## config.mk

```make
export PLATFORM = sky130hd
export DESIGN_NAME = isc_top
export DESIGN_NICKNAME = d
export VERILOG_FILES = /design/src/rtl/isc_pkg.sv /design/src/rtl/isc_src_bank.sv /design/src/rtl/isc_ctrl.sv /design/src/rtl/isc_top.sv
export SDC_FILE = /design/constraint.sdc
export NUM_CORES = 1
export LEC_CHECK = 0
export BUFFER_PORTS_ARGS = -buffer_cell sky130_fd_sc_hd__clkbuf_2
export CORE_UTILIZATION = 60
export CTS_CLUSTER_SIZE = 20
export DETAILED_ROUTE_END_ITERATION = 10
export HOLD_SLACK_MARGIN = 0.12
export PLACE_DENSITY = 0.74
export RECOVER_POWER = 50
export SETUP_SLACK_MARGIN = 0.02
export SYNTH_ARGS = -nofsm -noshare
export SYNTH_HDL_FRONTEND = slang
export SYNTH_SLANG_ARGS = --single-unit
export TNS_END_PERCENT = 30
```

## constraint.sdc

```tcl
create_clock -name clk -period 3.92 [get_ports clk]
set_input_delay 0.784 -clock clk [delete_from_list [all_inputs] [get_ports clk]]
set_output_delay 0.784 -clock clk [all_outputs]
set_load 0.005 [all_outputs]
```

## src/rtl/isc_pkg.sv

```systemverilog
package isc_pkg;

    localparam int PRIO_W = 8;
    localparam logic [PRIO_W-1:0] PRIO_MASKED = '1;
    localparam logic [1:0] PQ_P = 2'b01;

    typedef enum logic [1:0] {
        OP_TRIG  = 2'd0,
        OP_EOI   = 2'd1,
        OP_SWEEP = 2'd2,
        OP_CFG   = 2'd3
    } op_e;

    typedef enum logic [1:0] {
        ST_IDLE,
        ST_TRY,
        ST_WAIT,
        ST_SCAN
    } st_e;

    // state after a trigger: level sets presented, message shifts up and presents
    function automatic logic [1:0] pq_on_trigger(input logic lsi, input logic [1:0] pq);
        return lsi ? (pq | PQ_P) : {pq[0], 1'b1};
    endfunction

    // state after end-of-interrupt: level keeps state, message drains queued into presented
    function automatic logic [1:0] pq_on_eoi(input logic lsi, input logic [1:0] pq);
        return lsi ? pq : {1'b0, pq[1]};
    endfunction

endpackage

```

## src/rtl/isc_src_bank.sv

```systemverilog
module isc_src_bank
    import isc_pkg::*;
#(
    parameter int N_SRC = 16,
    parameter int SRV_W = 4,
    localparam int IDX_W = $clog2(N_SRC)
) (
    input  logic                          clk,
    input  logic                          rst,
    input  logic                          cfg_we,
    input  logic [IDX_W-1:0]              cfg_idx,
    input  logic [PRIO_W-1:0]             cfg_prio,
    input  logic [SRV_W-1:0]              cfg_server,
    input  logic                          cfg_lsi,
    input  logic                          pq_we,
    input  logic [IDX_W-1:0]              pq_idx,
    input  logic [1:0]                    pq_val,
    input  logic                          rs_set,
    input  logic                          rs_clr,
    input  logic [IDX_W-1:0]              rs_idx,
    input  logic                          mp_set,
    input  logic                          mp_clr,
    input  logic [IDX_W-1:0]              mp_idx,
    output logic [N_SRC-1:0][PRIO_W-1:0]  prio_o,
    output logic [N_SRC-1:0][SRV_W-1:0]   server_o,
    output logic [N_SRC-1:0]              lsi_o,
    output logic [N_SRC-1:0][1:0]         pq_o,
    output logic [N_SRC-1:0]              rs_o,
    output logic [N_SRC-1:0]              mp_o
);

    for (genvar g = 0; g < N_SRC; g++) begin : g_src
        localparam logic [IDX_W-1:0] MY_IDX = IDX_W'(g);

        always_ff @(posedge clk) begin
            if (rst) begin
                prio_o[g]   <= PRIO_MASKED;
                server_o[g] <= '0;
                lsi_o[g]    <= 1'b0;
                pq_o[g]     <= 2'b00;
                rs_o[g]     <= 1'b0;
                mp_o[g]     <= 1'b0;
            end else begin
                if (cfg_we && cfg_idx == MY_IDX) begin
                    prio_o[g]   <= cfg_prio;
                    server_o[g] <= cfg_server;
                    lsi_o[g]    <= cfg_lsi;
                end
                if (pq_we && pq_idx == MY_IDX) pq_o[g] <= pq_val;
                if (rs_idx == MY_IDX) begin
                    if (rs_set)      rs_o[g] <= 1'b1;
                    else if (rs_clr) rs_o[g] <= 1'b0;
                end
                if (mp_idx == MY_IDX) begin
                    if (mp_set)      mp_o[g] <= 1'b1;
                    else if (mp_clr) mp_o[g] <= 1'b0;
                end
            end
        end


        mpend_only_masked_chk: assert property (@(posedge clk) disable iff (rst)
            mp_o[g] |-> prio_o[g] == PRIO_MASKED);
    end

endmodule

```

## src/rtl/isc_ctrl.sv

```systemverilog
module isc_ctrl
    import isc_pkg::*;
#(
    parameter int N_SRC = 16,
    parameter int SRV_W = 4,
    parameter int IPI_SRC = 0,
    localparam int IDX_W = $clog2(N_SRC),
    localparam int SCAN_W = IDX_W + 1
) (
    input  logic                          clk,
    input  logic                          rst,
    input  logic                          req_valid,
    input  logic [1:0]                    req_op,
    input  logic [IDX_W-1:0]              req_src,
    input  logic [PRIO_W-1:0]             req_prio,
    input  logic                          rsp_valid,
    input  logic                          rsp_accept,
    input  logic                          rsp_bump_valid,
    input  logic [IDX_W-1:0]              rsp_bump_src,
    input  logic [N_SRC-1:0][PRIO_W-1:0]  prio_i,
    input  logic [N_SRC-1:0][SRV_W-1:0]   server_i,
    input  logic [N_SRC-1:0]              lsi_i,
    input  logic [N_SRC-1:0][1:0]         pq_i,
    input  logic [N_SRC-1:0]              rs_i,
    input  logic [N_SRC-1:0]              mp_i,
    output logic                          cfg_we,
    output logic                          pq_we,
    output logic [1:0]                    pq_val,
    output logic                          rs_set,
    output logic                          rs_clr,
    output logic [IDX_W-1:0]              rs_idx,
    output logic                          mp_set,
    output logic                          mp_clr,
    output logic [IDX_W-1:0]              mp_idx,
    output logic                          busy,
    output logic                          dlv_valid,
    output logic [IDX_W-1:0]              dlv_src,
    output logic [PRIO_W-1:0]             dlv_prio,
    output logic [SRV_W-1:0]              dlv_server
);

    localparam logic [IDX_W-1:0]  IPI_IDX  = IDX_W'(IPI_SRC);
    localparam logic [SCAN_W-1:0] SCAN_END = SCAN_W'(N_SRC);

    st_e               st_q, st_n;
    logic [IDX_W-1:0]  cur_q, cur_n;
    logic [SCAN_W-1:0] scan_q, scan_n;
    logic              sweep_q, sweep_n;
    logic              go;
    st_e               done_st;
    logic [IDX_W-1:0]  scan_idx;

    assign scan_idx = scan_q[IDX_W-1:0];
    assign done_st  = sweep_q ? ST_SCAN : ST_IDLE;

    always_comb begin
        st_n    = st_q;
        cur_n   = cur_q;
        scan_n  = scan_q;
        sweep_n = sweep_q;
        go      = 1'b0;
        cfg_we  = 1'b0;
        pq_we   = 1'b0;
        pq_val  = pq_i[req_src];
        rs_set  = 1'b0;
        rs_clr  = 1'b0;
        rs_idx  = cur_q;
        mp_set  = 1'b0;
        mp_clr  = 1'b0;
        mp_idx  = cur_q;
        unique case (st_q)
            ST_IDLE: if (req_valid) begin
                unique case (op_e'(req_op))
                    OP_TRIG: begin
                        pq_we  = 1'b1;
                        pq_val = pq_on_trigger(lsi_i[req_src], pq_i[req_src]);
                        go     = lsi_i[req_src] ? !pq_i[req_src][0] : (pq_val == PQ_P);
                    end
                    OP_EOI: begin
                        pq_we  = 1'b1;
                        pq_val = pq_on_eoi(lsi_i[req_src], pq_i[req_src]);
                        go     = pq_val[0];
                    end
                    OP_SWEEP: begin
                        scan_n  = '0;
                        sweep_n = 1'b1;
                        st_n    = ST_SCAN;
                    end
                    OP_CFG: begin
                        cfg_we = 1'b1;
                        if (prio_i[req_src] == PRIO_MASKED && req_prio != PRIO_MASKED
                            && mp_i[req_src]) begin
                            mp_clr = 1'b1;
                            mp_idx = req_src;
                            go     = 1'b1;
                        end
                    end
                endcase
                if (go) begin
                    cur_n = req_src;
                    st_n  = ST_TRY;
                end
            end
            ST_TRY: begin
                if (prio_i[cur_q] == PRIO_MASKED) begin
                    mp_set = 1'b1;
                    st_n   = done_st;
                end else begin
                    st_n = ST_WAIT;
                end
            end
            ST_WAIT: if (rsp_valid) begin
                if (!rsp_accept) begin
                    rs_set = 1'b1;
                    st_n   = done_st;
                end else if (rsp_bump_valid && rsp_bump_src != IPI_IDX) begin
                    cur_n = rsp_bump_src;
                    st_n  = ST_TRY;
                end else begin
                    st_n = done_st;
                end
            end
            ST_SCAN: begin
                if (scan_q == SCAN_END) begin
                    sweep_n = 1'b0;
                    st_n    = ST_IDLE;
                end else begin
                    scan_n = scan_q + 1'b1;
                    if (rs_i[scan_idx]) begin
                        rs_clr = 1'b1;
                        rs_idx = scan_idx;
                        cur_n  = scan_idx;
                        st_n   = ST_TRY;
                    end
                end
            end
        endcase
    end

    always_ff @(posedge clk) begin
        if (rst) begin
            st_q    <= ST_IDLE;
            cur_q   <= '0;
            scan_q  <= '0;
            sweep_q <= 1'b0;
        end else begin
            st_q    <= st_n;
            cur_q   <= cur_n;
            scan_q  <= scan_n;
            sweep_q <= sweep_n;
        end
    end

    assign busy       = (st_q != ST_IDLE);
    assign dlv_valid  = (st_q == ST_WAIT);
    assign dlv_src    = cur_q;
    assign dlv_prio   = prio_i[cur_q];
    assign dlv_server = server_i[cur_q];


    masked_no_offer_chk: assert property (@(posedge clk) disable iff (rst)
        dlv_valid |-> dlv_prio != PRIO_MASKED);


    offer_hold_chk: assert property (@(posedge clk) disable iff (rst)
        (dlv_valid && !rsp_valid) |=> (dlv_valid && $stable(dlv_src)
                                       && $stable(dlv_prio) && $stable(dlv_server)));


    refuse_marks_chk: assert property (@(posedge clk) disable iff (rst)
        (dlv_valid && rsp_valid && !rsp_accept) |=> rs_i[$past(dlv_src)]);


    ipi_no_retry_chk: assert property (@(posedge clk) disable iff (rst)
        (dlv_valid && rsp_valid && rsp_accept && rsp_bump_valid && rsp_bump_src == IPI_IDX)
        |=> st_q != ST_TRY);


    sweep_busy_chk: assert property (@(posedge clk) disable iff (rst)
        (!busy && req_valid && req_op == OP_SWEEP) |=> busy);

endmodule

```

## src/rtl/isc_top.sv

```systemverilog
module isc_top
    import isc_pkg::*;
#(
    parameter int N_SRC = 16,
    parameter int SRV_W = 4,
    parameter int IPI_SRC = 0,
    localparam int IDX_W = $clog2(N_SRC)
) (
    input  logic              clk,
    input  logic              rst,
    input  logic              req_valid,
    input  logic [1:0]        req_op,
    input  logic [IDX_W-1:0]  req_src,
    input  logic [PRIO_W-1:0] req_prio,
    input  logic [SRV_W-1:0]  req_server,
    input  logic              req_lsi,
    output logic              busy,
    output logic              dlv_valid,
    output logic [IDX_W-1:0]  dlv_src,
    output logic [PRIO_W-1:0] dlv_prio,
    output logic [SRV_W-1:0]  dlv_server,
    input  logic              rsp_valid,
    input  logic              rsp_accept,
    input  logic              rsp_bump_valid,
    input  logic [IDX_W-1:0]  rsp_bump_src
);

    logic [N_SRC-1:0][PRIO_W-1:0] prio_w;
    logic [N_SRC-1:0][SRV_W-1:0]  server_w;
    logic [N_SRC-1:0]             lsi_w;
    logic [N_SRC-1:0][1:0]        pq_w;
    logic [N_SRC-1:0]             rs_w;
    logic [N_SRC-1:0]             mp_w;
    logic                         cfg_we, pq_we, rs_set, rs_clr, mp_set, mp_clr;
    logic [1:0]                   pq_val;
    logic [IDX_W-1:0]             rs_idx, mp_idx;

    isc_src_bank #(.N_SRC(N_SRC), .SRV_W(SRV_W)) u_bank (
        .clk        (clk),
        .rst        (rst),
        .cfg_we     (cfg_we),
        .cfg_idx    (req_src),
        .cfg_prio   (req_prio),
        .cfg_server (req_server),
        .cfg_lsi    (req_lsi),
        .pq_we      (pq_we),
        .pq_idx     (req_src),
        .pq_val     (pq_val),
        .rs_set     (rs_set),
        .rs_clr     (rs_clr),
        .rs_idx     (rs_idx),
        .mp_set     (mp_set),
        .mp_clr     (mp_clr),
        .mp_idx     (mp_idx),
        .prio_o     (prio_w),
        .server_o   (server_w),
        .lsi_o      (lsi_w),
        .pq_o       (pq_w),
        .rs_o       (rs_w),
        .mp_o       (mp_w)
    );

    isc_ctrl #(.N_SRC(N_SRC), .SRV_W(SRV_W), .IPI_SRC(IPI_SRC)) u_ctrl (
        .clk            (clk),
        .rst            (rst),
        .req_valid      (req_valid),
        .req_op         (req_op),
        .req_src        (req_src),
        .req_prio       (req_prio),
        .rsp_valid      (rsp_valid),
        .rsp_accept     (rsp_accept),
        .rsp_bump_valid (rsp_bump_valid),
        .rsp_bump_src   (rsp_bump_src),
        .prio_i         (prio_w),
        .server_i       (server_w),
        .lsi_i          (lsi_w),
        .pq_i           (pq_w),
        .rs_i           (rs_w),
        .mp_i           (mp_w),
        .cfg_we         (cfg_we),
        .pq_we          (pq_we),
        .pq_val         (pq_val),
        .rs_set         (rs_set),
        .rs_clr         (rs_clr),
        .rs_idx         (rs_idx),
        .mp_set         (mp_set),
        .mp_clr         (mp_clr),
        .mp_idx         (mp_idx),
        .busy           (busy),
        .dlv_valid      (dlv_valid),
        .dlv_src        (dlv_src),
        .dlv_prio       (dlv_prio),
        .dlv_server     (dlv_server)
    );

endmodule

```

Word-level counts from Yosys, hierarchy flattened
Index checks and enable logic that the tools add are counted.

storage, ports and cells
  bits in registers = 284
  input bits = 29
  logic and storage cells = 331

operators by class
  $add $sub $neg = 1
  order comparisons = 3
  equality and inequality tests = 66
  multiplexer cells = 77
  reduce and logical (&&, ||, !) cells = 84

operator list
  operator                                                                  number
  4-bit == test (second input constant)                                     24
  8-bit binary-select mux with 4-bit select                                 2
  2-bit AND reduction                                                       32
  4-bit two-way mux                                                         13
  4-bit by 3-bit == test with 1-bit output (second input constant)          12
  1-bit logical AND                                                         35
  1-bit two-way mux                                                         31
  2-bit two-way mux                                                         15
  4-bit by 2-bit == test with 1-bit output (second input constant)          6
  4-bit binary-select mux with 4-bit select                                 1
  8-bit == test (second input constant)                                     2
  8-bit two-way mux                                                         2
  4-bit by 5-bit < comparator with 1-bit output (second input constant)     3
  5-bit two-way mux                                                         3
  1-bit binary-select mux with 4-bit select                                 3
  4-bit by 1-bit == test with 1-bit output (second input constant)          3
  4-bit logical NOT                                                         3
  4-bit case mux with 3 select lines                                        1
  4-bit AND reduction                                                       3
  2-bit by 1-bit inequality test with 1-bit output (second input constant)  5
  5-bit case mux with 2 select lines                                        1
  2-bit binary-select mux with 4-bit select                                 1
  2-bit == test (second input constant)                                     4
  8-bit inequality test (second input constant)                             1
  other kinds (17)                                                          25

Longest topological paths before layout
Gate-level depths: netlist (run 1).

  word-level depth = 12
  mapped depth = 12
  depth with buffers taken out = 9

Hierarchy
A second synthesis (run 1) with hierarchy kept.

unflattened totals
  cell total of the unflattened synthesis = 1426
  area, all modules = 14227.4 µm²

by module, submodules not included
  module        times used  cells each  area an instance (µm²)
  isc_src_bank  1           1061        10630.2
  isc_ctrl      1           365         3597.2

Worst setup path after synthesis (run 1)
No wires, ideal clock.

  path kind = input-to-reg
  start point = input req_src[0]
  end point = register u_bank.mp_o[12]
  setup time = 0.133 ns
  arrival time = 3.010 ns
  data required time = 3.787 ns
  path slack = 0.777 ns
  stages on the path = 10
  path through = buf_6 > or2_1 > buf_4 > o221ai_2 > o2111ai_1 > or4_4 > or4_4 > buf_6 > o31ai_1 > a31oi_1

on the way
  longest elaborated chain between the ends = 11

ends and longest elaborated chain
  what                                                           RTL line            RTL
  from (decl)                                                    isc_top.sv:13       input logic [IDX_W-1:0] req_src,
  8-bit binary-select mux with 4-bit select                      isc_ctrl.sv:91      if (prio_i[req_src] == PRIO_MASKED && req_prio != PRIO_MASKED
  8-bit two-way mux (implied by the code)                        isc_ctrl.sv:91
  8-bit == test                                                  isc_ctrl.sv:91
  1-bit logical AND                                              isc_ctrl.sv:91
  1-bit logical AND                                              isc_ctrl.sv:92      && mp_i[req_src]) begin
  4-bit two-way mux / 1-bit two-way mux (equally long branches)  isc_ctrl.sv:91
  4-bit two-way mux / 1-bit two-way mux (equally long branches)  isc_ctrl.sv:73      unique case (op_e'(req_op))
  4-bit two-way mux / 1-bit two-way mux (equally long branches)  isc_ctrl.sv:72      ST_IDLE: if (req_valid) begin
  4-bit two-way mux / 1-bit two-way mux (equally long branches)  isc_ctrl.sv:71      unique case (st_q)
  4-bit == test / 2-bit nonzero test (equally long branches)     --
  2-bit AND reduction (no line) *                                --
  to (signal, indexed assignment)                                isc_src_bank.sv:42  mp_o[g] <= 1'b0;
  to (signal, indexed assignment)                                isc_src_bank.sv:55  if (mp_set) mp_o[g] <= 1'b1;
  to (signal, indexed assignment)                                isc_src_bank.sv:56  else if (mp_clr) mp_o[g] <= 1'b0;
  to (decl)                                                      isc_src_bank.sv:29  output logic [N_SRC-1:0] mp_o

Every way passes the cells marked *; elsewhere a longest branch is shown, timed or not. The select of a mux whose other input is x is not followed.
A chain may end at the register's enable or synchronous reset.

Worst setup path after layout (run 1)
  start point = register u_ctrl.cur_q[1], in the netlist u_ctrl.dlv_src[1]
  end point = output dlv_server[3]

on the way
  longest elaborated chain between the ends = 2

ends and longest elaborated chain
  what                                       RTL line         RTL
  from (decl)                                isc_ctrl.sv:46   logic [IDX_W-1:0] cur_q, cur_n;
  from (signal assigned)                     isc_ctrl.sv:148  cur_q <= cur_n;
  4-bit binary-select mux with 4-bit select  isc_ctrl.sv:158  assign dlv_server = server_i[cur_q];
  4-bit two-way mux (implied by the code)    isc_ctrl.sv:158
  to (decl)                                  isc_top.sv:21    output logic [SRV_W-1:0] dlv_server,

No other way between the ends. The select of a mux whose other input is x is not followed.

==> impl_metrics.json, run 1 <==
{
  "arrival_ns": 2.96,
  "finalSetupTns_ns": 0,
  "clk_pin_slew_ns": 0.06,
  "io_pins": 47,
  "synth_cells": 1690,
  "crit_chain": "buf_4 > mux4_2 > mux4_2 > clkbuf_2",
  "outcome": "completed",
  "ys_ff_latch": 284,
  "grt-ovfl-total": 0,
  "maxCapViolations": 0,
  "whs_ns": 0.452,
  "dp_hpwl_mm": 29.7,
  "insertion_delay_ns": 0.56,
  "path_delay_family": "multiplexers",
  "critPathMaxFanout": 20,
  "avgViaCountPerCell": 6.46,
  "antenna_found_initial": 0,
  "wl_per_cell_um": 21.6,
  "drt-pass1-iter-count": 6,
  "core_area_um2": 23500,
  "power_density_nw_per_um2": 487,
  "syn_to_final_growth_pct": 10.5,
  "netlist_area_um2": 14400,
  "fin_util_pct": 67.6,
  "synth_edf_count": 0,
  "dieArea_um2": 24600,
  "ff_latch_area_um2": 5690,
  "grt_max_degree": 134,
  "rsz0062_at_grt": "false",
  "n_antenna_cell": 0,
  "path_class": "flip-flop to output pin",
  "clock_path_buffers": 3,
  "placementRows": 56,
  "cts_tree": "yes",
  "setup_violations": 0,
  "cpMostUsedCell": "mux4_2",
  "period_needed_ns": 3.75,
  "multi_input_area_um2": 7970,
  "vdd_drop_max_mv": 0.455,
  "start_util_pct": 61.2,
  "synth-seq-area-share_pct": 39.6,
  "drc": 0,
  "place_congestion": 1.03,
  "synth_flop_cell": "dfxtp_1",
  "grt_pass1_wl_mm": 67.8,
  "grt.total_usage_pct": 35.8,
  "slew_violations": 0,
  "clkSinkCount": 284,
  "syn_nets": 1725,
  "fin_skew_ns": 0.0228,
  "critPathRequiredTime_ns": 3.14,
  "cts_buffers": 30,
  "max_slew.worst_pin.slew_ns": 0.932,
  "cp_slowest_cell": "dfxtp_1",
  "die_w_um": 157,
  "synth.distinct_cells": 65,
  "path_buf_inv": 2,
  "p_int_mw": 5.36,
  "io_buffers": 46,
  "power.switching_mw": 2.37,
  "cts_setup_buffers": 0,
  "via_count": 13000,
  "leakage_nw": 5.95,
  "root_buffer": "clkbuf_16",
  "cpPeakStageDelay_ns": 0.70,
  "fin_nets": 1713,
  "avgSynthCellArea_um2": 8.50,
  "fin_crit_sh_pct": 95.6,
  "routed_wl_mm": 43.6,
  "slew_headroom_pct": 37.9,
  "power_frac_seq_pct": 40.0,
  "holdBufCountCts": 0,
  "cts_max_level": 1,
  "cp-start-kind": "flip-flop",
  "synth_warnings": 0,
  "drive_gt1_share_pct": 15.3,
  "cts_resized": 0,
  "fmax_ghz": 0.267,
  "detail-route-antenna-nets": 0,
  "dieHeight_um": 157,
  "ys_async_sr_fraction_pct": 0,
  "swShare_pct": 30.7,
  "hold_path.class": "flip-flop to flip-flop",
  "power_frac_comb_pct": 21.0,
  "dr.first_iter.drc_count": 1783,
  "first_global_vias": 12400,
  "pwr-share-clk_pct": 39.0,
  "hold_viol_final": 0,
  "cp-end-kind": "output pin",
  "fill_cells": 1905
}
==> sequential cells by signal (all words and copies together), names as in the netlist <==
register and flops:
u_ctrl.dlv_src 4, u_bank.mp_o 16, u_ctrl.scan_q 5, u_ctrl.sweep_q 1
u_bank.prio_o 128, u_ctrl.st_q 2, u_bank.rs_o 16, u_bank.pq_o 32
u_bank.server_o 64, u_bank.lsi_o 16
==> per-stage QoR <==
stage	cells	power [mW]	setup WS, ns	instance area, um^2
finish	2020	7.73	0.174	15900
global route	2020	7.97	0.140	15900
CTS	2020	7.68	0.101	15900
detailed placement	1965	4.71	0.266	14800
global placement	1965	4.68	0.329	14800
floorplan	1690	4.14	0.777	14400
==> worst reg2reg max path, delay by kind of cell, from the launching register on <==
kind	cells	cell delay, ns
multiplexers	1	0.53
flip-flops	1	0.70
AND/OR/NAND/NOR	3	0.62
buffers and inverters	2	0.61
AO/OA/AOI/OAI	3	0.82
==> area by class of cell <==
cell class / count / area share (%)
Sequential cell: 284 / 35.8
Clock inverter: 12 / 0.891
Multi-Input combinational cell: 1240 / 50.2
Clock buffer: 43 / 5.81
Inverter: 14 / 0.331
Timing Repair Buffer: 108 / 4.44
Tap cell: 319 / 2.51
==> cell usage in the layout (no fill, tap or decap), types with 3 or more instances in the layout <==
| master | netlist | layout |
|---|---|---|
| nand2_1 | 503 | 503 |
| dfxtp_1 | 284 | 283 |
| nand3b_1 | 135 | 135 |
| a21oi_1 | 116 | 116 |
| nor2_1 | 109 | 109 |
| mux4_2 | 88 | 88 |
| buf_4 | 9 | 50 |
| clkbuf_2 | 1 | 43 |
| nor3_1 | 34 | 34 |
| clkbuf_16 | 0 | 32 |
| nand4_1 | 30 | 30 |
| nand3_1 | 26 | 26 |
| a22oi_1 | 25 | 25 |
| a211oi_1 | 20 | 20 |
| o21ai_0 | 16 | 16 |
| mux2i_1 | 13 | 13 |
| clkbuf_1 | 122 | 13 |
| inv_1 | 12 | 12 |
| a31oi_1 | 12 | 12 |
| nor2b_1 | 11 | 11 |
| o31ai_1 | 11 | 11 |
| clkbuf_8 | 0 | 8 |
| nand2b_1 | 7 | 7 |
| clkinv_2 | 0 | 7 |
| ha_1 | 6 | 6 |
| and2_1 | 6 | 5 |
| o211ai_1 | 5 | 5 |
| o41ai_2 | 5 | 5 |
| mux2_2 | 5 | 5 |
| or2_2 | 4 | 4 |
| o22ai_1 | 4 | 4 |
| a21boi_0 | 3 | 3 |
| a41oi_1 | 3 | 3 |
| a32o_1 | 3 | 3 |
| bufinv_16 | 0 | 3 |
| buf_12 | 0 | 3 |
==> worst paths after layout <==
check                       from                  end  slack [ns]  cells after the start
max            u_ctrl.dlv_src[1]        dlv_server[3]        0.17                      4
min reg2reg  u_bank.server_o[62]  u_bank.server_o[62]        0.45                      2
max reg2reg    u_ctrl.dlv_src[0]       u_ctrl.st_q[0]        0.53                      9
min          u_bank.server_o[62]  u_bank.server_o[62]        0.45                      2
==> routing by layer <==
metal  track usage, %  vias up  wire length, um
li1                 -     5912                -
met1             47.9     6311            17800
met2             56.8      676            20100
met3             7.28      147             4110
met4             14.0        0             1660
met5                0        -                0
==> cells in the mapped netlist, types with 3 or more instances <==
cell,number,share of area (%)
o41ai_2,5,0.57
o21ai_0,16,0.56
clkbuf_1,122,3.2
buf_6,7,0.55
o31ai_1,11,0.57
and2_1,6,0.26
buf_4,9,0.47
nand2b_1,7,0.30
a32o_1,3,0.21
a41oi_1,3,0.18
nor2_1,109,2.8
mux4_2,88,14
mux2_2,5,0.39
a31oi_1,12,0.52
nand3_1,26,0.91
a22oi_1,25,1.3
mux2i_1,13,0.91
buf_2,11,0.38
nand3b_1,135,7.1
nand2_1,503,13
a21oi_1,116,4.0
dfxtp_1,284,40
a21boi_0,3,0.16
o211ai_1,5,0.26
ha_1,6,0.52
inv_1,12,0.31
or2_2,4,0.17
nand4_1,30,1.3
nor2b_1,11,0.48
a211oi_1,20,1.0
o22ai_1,4,0.17
nor3_1,34,1.2
==> kinds of logic after synthesis <==
| kind of cell | count (synthesis) | synth area share [%] |
|---|---|---|
| simple gates | 880 | 28.6 |
| flops | 284 | 39.6 |
| compound gates | 245 | 11.0 |
| buf+inv | 166 | 5.04 |
| mux | 106 | 15.1 |
| fa+ha+maj | 6 | 0.523 |
| xor+xnor | 3 | 0.183 |
==> power by group through the flow <==
stage | clock network [mW] | registers, mW | logic (mW)
floorplan | 0 | 3.04 | 1.10
global placement | 0 | 3.14 | 1.54
detailed placement | 0 | 3.15 | 1.56
CTS | 3.02 | 3.09 | 1.57
global route | 3.15 | 3.10 | 1.72
finish | 3.01 | 3.09 | 1.63
(Power assumes the default switching activity.)
==> run 2: changes to the inputs <==
CORE_MARGIN = 5   (was not set)
SYNTH_HIERARCHICAL = 1   (was not set)
==> run 2 against run 1 <==
  * Final cell count fell by 13%
  * Critical path type unchanged
  * Die area rose by 9.5%
  * Worst hold slack improved by 0.020 ns
  * Register-to-register slack got worse by 0.04 ns
  * Critical endpoint is now dlv_server[2]
==> impl_metrics.json, run 2 <==
{
  "outcome": "completed",
  "io_buffers": 46,
  "avgSynthCellArea_um2": 9.98,
  "arrival_ns": 2.86,
  "min_to": "u_bank/server_o[3]",
  "place_ws_ns": 0.140,
  "slew_violations": 0,
  "start_util_pct": 60.8,
  "regMostFlops": "u_bank/prio_o",
  "r2r_end": "u_bank/mp_o[5]",
  "synth_flop_cell": "dfxtp_1",
  "max_slew.worst_pin.slew_ns": 1.03,
  "wl_per_cell_um": 21.0,
  "grt-ovfl-total": 0,
  "cp-start-kind": "flip-flop",
  "cts_buffers": 29,
  "dieHeight_um": 164,
  "power_frac_seq_pct": 39.7,
  "fin_crit_sh_pct": 93.1,
  "slew_headroom_pct": 30.9,
  "insertion_delay_ns": 0.56,
  "place_congestion": 0.906,
  "holdBufCountCts": 0,
  "io_pins": 47,
  "dp_hpwl_mm": 24.7,
  "maxCapViolations": 0,
  "fmax_ghz": 0.274,
  "synth.most_common_cell": "dfxtp_1",
  "grt_pass1_wl_mm": 59.3,
  "die_w_um": 164,
  "grt_max_degree": 128,
  "n_antenna_cell": 0,
  "cpMostUsedCell": "mux4_2",
  "placementRows": 56,
  "synth-seq-area-share_pct": 40.0,
  "crit_chain": "buf_4 > mux4_2 > mux4_2 > clkbuf_2",
  "clkSinkCount": 284,
  "rsz0062_at_grt": "false",
  "cts_setup_buffers": 0,
  "core_area_um2": 23400,
  "netlist_top_cells_count": "dfxtp_1 (284), mux2i_1 (237), nor2_1 (169)",
  "cp_slowest_cell": "dfxtp_4",
  "path_class": "flip-flop to output pin",
  "finalSetupTns_ns": 0,
  "synth_cells": 1426,
  "power.switching_mw": 2.30,
  "cts_resized": 0,
  "cpPeakStageDelay_ns": 0.64,
  "swShare_pct": 29.7,
  "root_buffer": "clkbuf_16",
  "cp-end-kind": "output pin",
  "placed_cell_area_um2": 14600,
  "clk_pin_slew_ns": 0.07,
  "drc": 0,
  "synth_edf_count": 0,
  "routed_wl_mm": 37.1,
  "p_int_mw": 5.43,
  "clock_path_buffers": 3,
  "period_needed_ns": 3.65,
  "reg.largest.list": "u_bank/prio_o: 128 flops, u_bank/server_o: 64 flops, u_bank/pq_o: 32 flops",
  "finalWorstSetupSlack_ns": 0.272,
  "critPathMaxFanout": 23,
  "power_frac_comb_pct": 21.2,
  "synth.distinct_cells": 65,
  "hold_path.class": "flip-flop to flip-flop",
  "fin_nets": 1453,
  "leakage_nw": 6.91,
  "detail-route-antenna-nets": 0,
  "antenna_found_initial": 0,
  "drive_gt1_share_pct": 15.7,
  "vdd_drop_max_mv": 0.391,
  "cts_tree": "yes",
  "power_density_nw_per_um2": 495,
  "reg2reg_depth": 10,
  "first_global_vias": 10700,
  "dieArea_um2": 26900,
  "netlist_area_um2": 14200,
  "via_count": 11000,
  "ys_top_cells_by_area": "dfxtp_1 (40%), mux2i_1 (17%), mux4_2 (11%)",
  "yosysTopAreaCell": "dfxtp_1",
  "ff2ff_setup_slack_ns": 0.49,
  "ff_latch_area_um2": 5690,
  "avgViaCountPerCell": 6.25,
  "synth_warnings": 6,
  "finish.instance_area_um2": 15600,
  "multi_input_area_um2": 7870,
  "grt.total_usage_pct": 27.6,
  "most-common-layout-cells": "dfxtp_1 (282), mux2i_1 (237), nor2_1 (168), nand2b_1 (114), mux4_2 (71)",
  "worstReg2RegStart": "u_ctrl/dlv_src[1]",
  "critPathRequiredTime_ns": 3.14,
  "dr.first_iter.drc_count": 1166,
  "ys_ff_latch": 284,
  "hold_start": "u_bank/server_o[3]",
  "final_common_cell": "dfxtp_1",
  "syn_to_final_growth_pct": 9.69,
  "largest_reg_flops": 128,
  "holdPathStages": 2,
  "fill_cells": 1898,
  "ys_async_sr_fraction_pct": 0,
  "cts_max_level": 1,
  "yosys.area.top_type_share_pct": 40.0,
  "drt-pass1-iter-count": 5,
  "setup_violations": 0,
  "syn_nets": 1457,
  "fin_skew_ns": 0.0124,
  "hold_viol_final": 0,
  "pwr-share-clk_pct": 39.1
}
## run 2: cell count changes in the layout (fill, tap and decap cells not counted), sizes merged, moves of 29 or more
cell    delta
mux2i    +224
nand3     +29
nor2      +60
nand3b   -121
o21ai     +49
a21oi     -73
nand2b   +107
nand2    -443
## run 2: cells by family (layout without fill, tap and decap cells)
| group | after synthesis | count (layout) | share of synthesized area, % |
|---|---|---|---|
| xor+xnor | 3 | 3 | 0.185 |
| fa+ha+maj | 2 | 2 | 0.176 |
| compound gates | 170 | 170 | 7.46 |
| mux | 319 | 319 | 28.8 |
| buf+inv | 132 | 151 | 4.43 |
| simple gates | 516 | 516 | 19.0 |
| flops | 284 | 284 | 40.0 |
## run 2: worst max-delay path by stage
| stage | startpoint | slack (ns) | depth (start not counted) | endpoint |
|---|---|---|---|---|
| after floorplan | req_src[1] | 0.39 | 11 | u_bank/mp_o[13] |
| after global placement | req_src[1] | 0.12 | 13 | u_bank/mp_o[5] |
| after detailed placement | req_src[1] | 0.14 | 13 | u_bank/mp_o[5] |
| after CTS | u_ctrl/dlv_src[0] | 0.23 | 4 | dlv_server[0] |
| after global routing | u_ctrl/dlv_src[0] | 0.13 | 4 | dlv_server[2] |
| final | u_ctrl/dlv_src[0] | 0.27 | 4 | dlv_server[2] |
## run 2: power groups by stage
stage / combinational [mW] / clock, mW / sequential, mW
6_report: 1.64 / 3.02 / 3.07
5_1_grt: 1.75 / 3.19 / 3.08
4_1_cts: 1.62 / 3.06 / 3.07
3_5_place_dp: 1.61 / 0 / 3.13
3_3_place_gp: 1.59 / 0 / 3.13
2_1_floorplan: 1.23 / 0 / 3.02
## run 2: layer usage
| layer | GRT usage, % | wire length (um) | vias up |
|---|---|---|---|
| li1 | - | - | 5103 |
| met1 | 39.0 | 16400 | 5417 |
| met2 | 44.5 | 17200 | 421 |
| met3 | 3.66 | 2400 | 79 |
| met4 | 8.12 | 1140 | 0 |
| met5 | 0 | 0 | - |
## run 2: cell type report
type / instances / share of cell area (%)
inverters: 12 / 0.289
clock inverters: 14 / 1.29
well taps: 319 / 2.56
clock buffers: 40 / 5.44
flip-flops and latches: 284 / 36.5
multi-input cells: 1010 / 50.4
repair buffers: 85 / 3.52
## run 2: stage by stage
step / power, mW / utilization, % / hold slack (ns) / cells
final: 7.73 / 66.7 / 0.472 / 1764
after global routing: 8.02 / 66.7 / 0.494 / 1764
after CTS: 7.75 / 67.0 / 0.473 / 1764
after detailed placement: 4.75 / 62.5 / 0.461 / 1710
after global placement: 4.72 / 62.5 / 0.452 / 1710
after floorplan: 4.25 / - / 0.446 / 1426
## run 2: worst max-delay path, delay by kind of cell (launching register included)
| kind | cells | cell delay (ns) |
|---|---|---|
| multiplexers | 2 | 1.08 |
| flip-flops | 1 | 0.64 |
| buffers and inverters | 2 | 0.56 |
==> run 3: changes to the inputs <==
CTS_CLUSTER_DIAMETER = 60   (was not set)
RECOVER_POWER = 25   (was 50)
==> run 3 against run 2 <==
  * Sequential cell count is the same
  * Die area is the same
  * Critical path type unchanged
  * Combinational power is essentially flat
  * Largest cell class unchanged
  * Largest power group unchanged
  * Via count shrank 0.71%
  * Worst hold slack gained 0.0012 ns
==> impl_metrics.json, run 3 (synthesis results as in run 2) <==
{
  "outcome": "completed",
  "multi_input_area_um2": 7890,
  "fin_nets": 1448,
  "path_buf_inv": 2,
  "final_common_cell": "dfxtp_1",
  "cp-end-kind": "output pin",
  "dp_hpwl_mm": 24.7,
  "crit_chain": "buf_4 > mux4_2 > mux4_2 > clkbuf_2",
  "drc": 0,
  "n_antenna_cell": 0,
  "instances_no_fill": 1754,
  "grt_pass1_wl_mm": 58.9,
  "cts_buffers": 24,
  "arrival_ns": 2.84,
  "finish.instance_area_um2": 15400,
  "power_density_nw_per_um2": 468,
  "start_util_pct": 60.8,
  "route.met2.wl_mm": 17.2,
  "via_count": 10900,
  "fill_cells": 1909,
  "antenna_found_initial": 0,
  "clock_path_buffers": 3,
  "fin_skew_ns": 0.0100,
  "p_int_mw": 4.87,
  "grt-ovfl-total": 0,
  "maxCapViolations": 0,
  "syn_to_final_growth_pct": 8.27,
  "dr.first_iter.drc_count": 1156,
  "dieArea_um2": 26900,
  "most-common-layout-cells": "dfxtp_1 (282), mux2i_1 (237), nor2_1 (168), nand2b_1 (114), mux4_2 (71)",
  "clkSinkCount": 284,
  "cpMostUsedCell": "mux4_2",
  "max_slew.worst_pin.slew_ns": 1.00,
  "slew_violations": 0,
  "finalSetupTns_ns": 0,
  "place_congestion": 0.906,
  "fin_util_pct": 65.8,
  "placementRows": 56,
  "swShare_pct": 32.4,
  "io_buffers": 46,
  "drive_gt1_share_pct": 16.0,
  "ff_latch_area_um2": 5690,
  "highest-signal-layer": "met4",
  "regMostFlops": "u_bank/prio_o",
  "place_ws_ns": 0.140,
  "path_delay_family": "multiplexers",
  "dieHeight_um": 164,
  "fmax_ghz": 0.276,
  "grt.total_usage_pct": 27.3,
  "critPathRequiredTime_ns": 3.14,
  "wl_met1_mm": 16.4,
  "hold_viol_final": 0,
  "die_w_um": 164,
  "leakage_nw": 6.80,
  "hold_path.class": "flip-flop to flip-flop",
  "clk_pin_slew_ns": 0.08,
  "path_class": "flip-flop to output pin",
  "placed_cells": 1710,
  "drt-pass1-iter-count": 5,
  "wl_per_cell_um": 21.0,
  "rsz0062_at_grt": "false",
  "routed_wl_mm": 36.8,
  "reg.largest.list": "u_bank/prio_o: 128 flops, u_bank/server_o: 64 flops, u_bank/pq_o: 32 flops",
  "critPathMaxFanout": 23,
  "period_needed_ns": 3.62,
  "detail-route-antenna-nets": 0,
  "cts_max_level": 1,
  "setup_violations": 0,
  "placed_cell_area_um2": 14600,
  "cp_slowest_cell": "dfxtp_4",
  "cts_resized": 0,
  "avgViaCountPerCell": 6.24,
  "slew_headroom_pct": 33.1,
  "vdd_drop_max_mv": 0.340,
  "power_frac_comb_pct": 22.7,
  "routed-wl-met3_mm": 2.23,
  "power_frac_seq_pct": 42.5,
  "root_buffer": "clkbuf_16",
  "core_area_um2": 23400,
  "fin_crit_sh_pct": 92.4,
  "cpPeakStageDelay_ns": 0.65,
  "holdBufCountCts": 0,
  "io_pins": 47,
  "cp-start-kind": "flip-flop",
  "cts_tree": "yes",
  "grt_max_degree": 128,
  "insertion_delay_ns": 0.53,
  "finalWorstSetupSlack_ns": 0.296,
  "pwr-share-clk_pct": 34.8,
  "cts_setup_buffers": 0,
  "first_global_vias": 10600,
  "power.switching_mw": 2.33,
  "largest_reg_flops": 128
}
[run 3: changes by cell type in the layout (fill, tap and decap cells not counted), sizes merged]
cell	delta
clkinv	-3
clkbuf	-13
buf	+1
inv	+9
clkinvlp	+1
bufinv	-5
[run 3: final cells by class]
| class | instances | area share, % |
|---|---|---|
| clock buffers | 28 | 4.33 |
| repair buffers | 85 | 3.60 |
| multi-input cells | 1010 | 51.2 |
| well taps | 319 | 2.59 |
| flip-flops and latches | 284 | 36.9 |
| clock inverters | 16 | 1.01 |
| inverters | 12 | 0.292 |
[run 3: power groups by stage]
stage                     clock network [mW]  registers, mW  logic [mW]
final                                   2.50           3.06        1.64
after global routing                    2.66           3.08        1.75
after CTS                               2.54           3.06        1.62
after detailed placement                   0           3.13        1.61
after global placement                     0           3.13        1.59
after floorplan                            0           3.02        1.23
[run 3: worst min-delay path, stage by stage (launching register included)]
cell and delay, ns:
dfxtp_1 0.32, nand2b_1 0.06, mux2i_1 0.05
[run 3: worst paths after layout]
| check | start | end | slack [ns] | cells after the start |
|---|---|---|---|---|
| worst max-delay path | u_ctrl/dlv_src[0] | dlv_server[3] | 0.30 | 4 |
| worst min-delay path | u_bank/server_o[3] | u_bank/server_o[3] | 0.47 | 2 |
| worst max register to register | u_ctrl/dlv_src[1] | u_bank/mp_o[13] | 0.51 | 11 |
| worst min register to register | u_bank/server_o[3] | u_bank/server_o[3] | 0.47 | 2 |
[run 3: through the flow]
stage	total power, mW	hold slack (ns)
floorplan	4.25	0.446
global placement	4.72	0.452
detailed placement	4.75	0.461
CTS	7.22	0.476
global route	7.49	0.496
finish	7.20	0.473
[run 3: metal layers]
metal	vias to the layer above	track usage, %
met1	5411	39.4
met2	372	44.0
met4	0	7.36
met5	-	0
li1	5099	-
met3	60	2.89
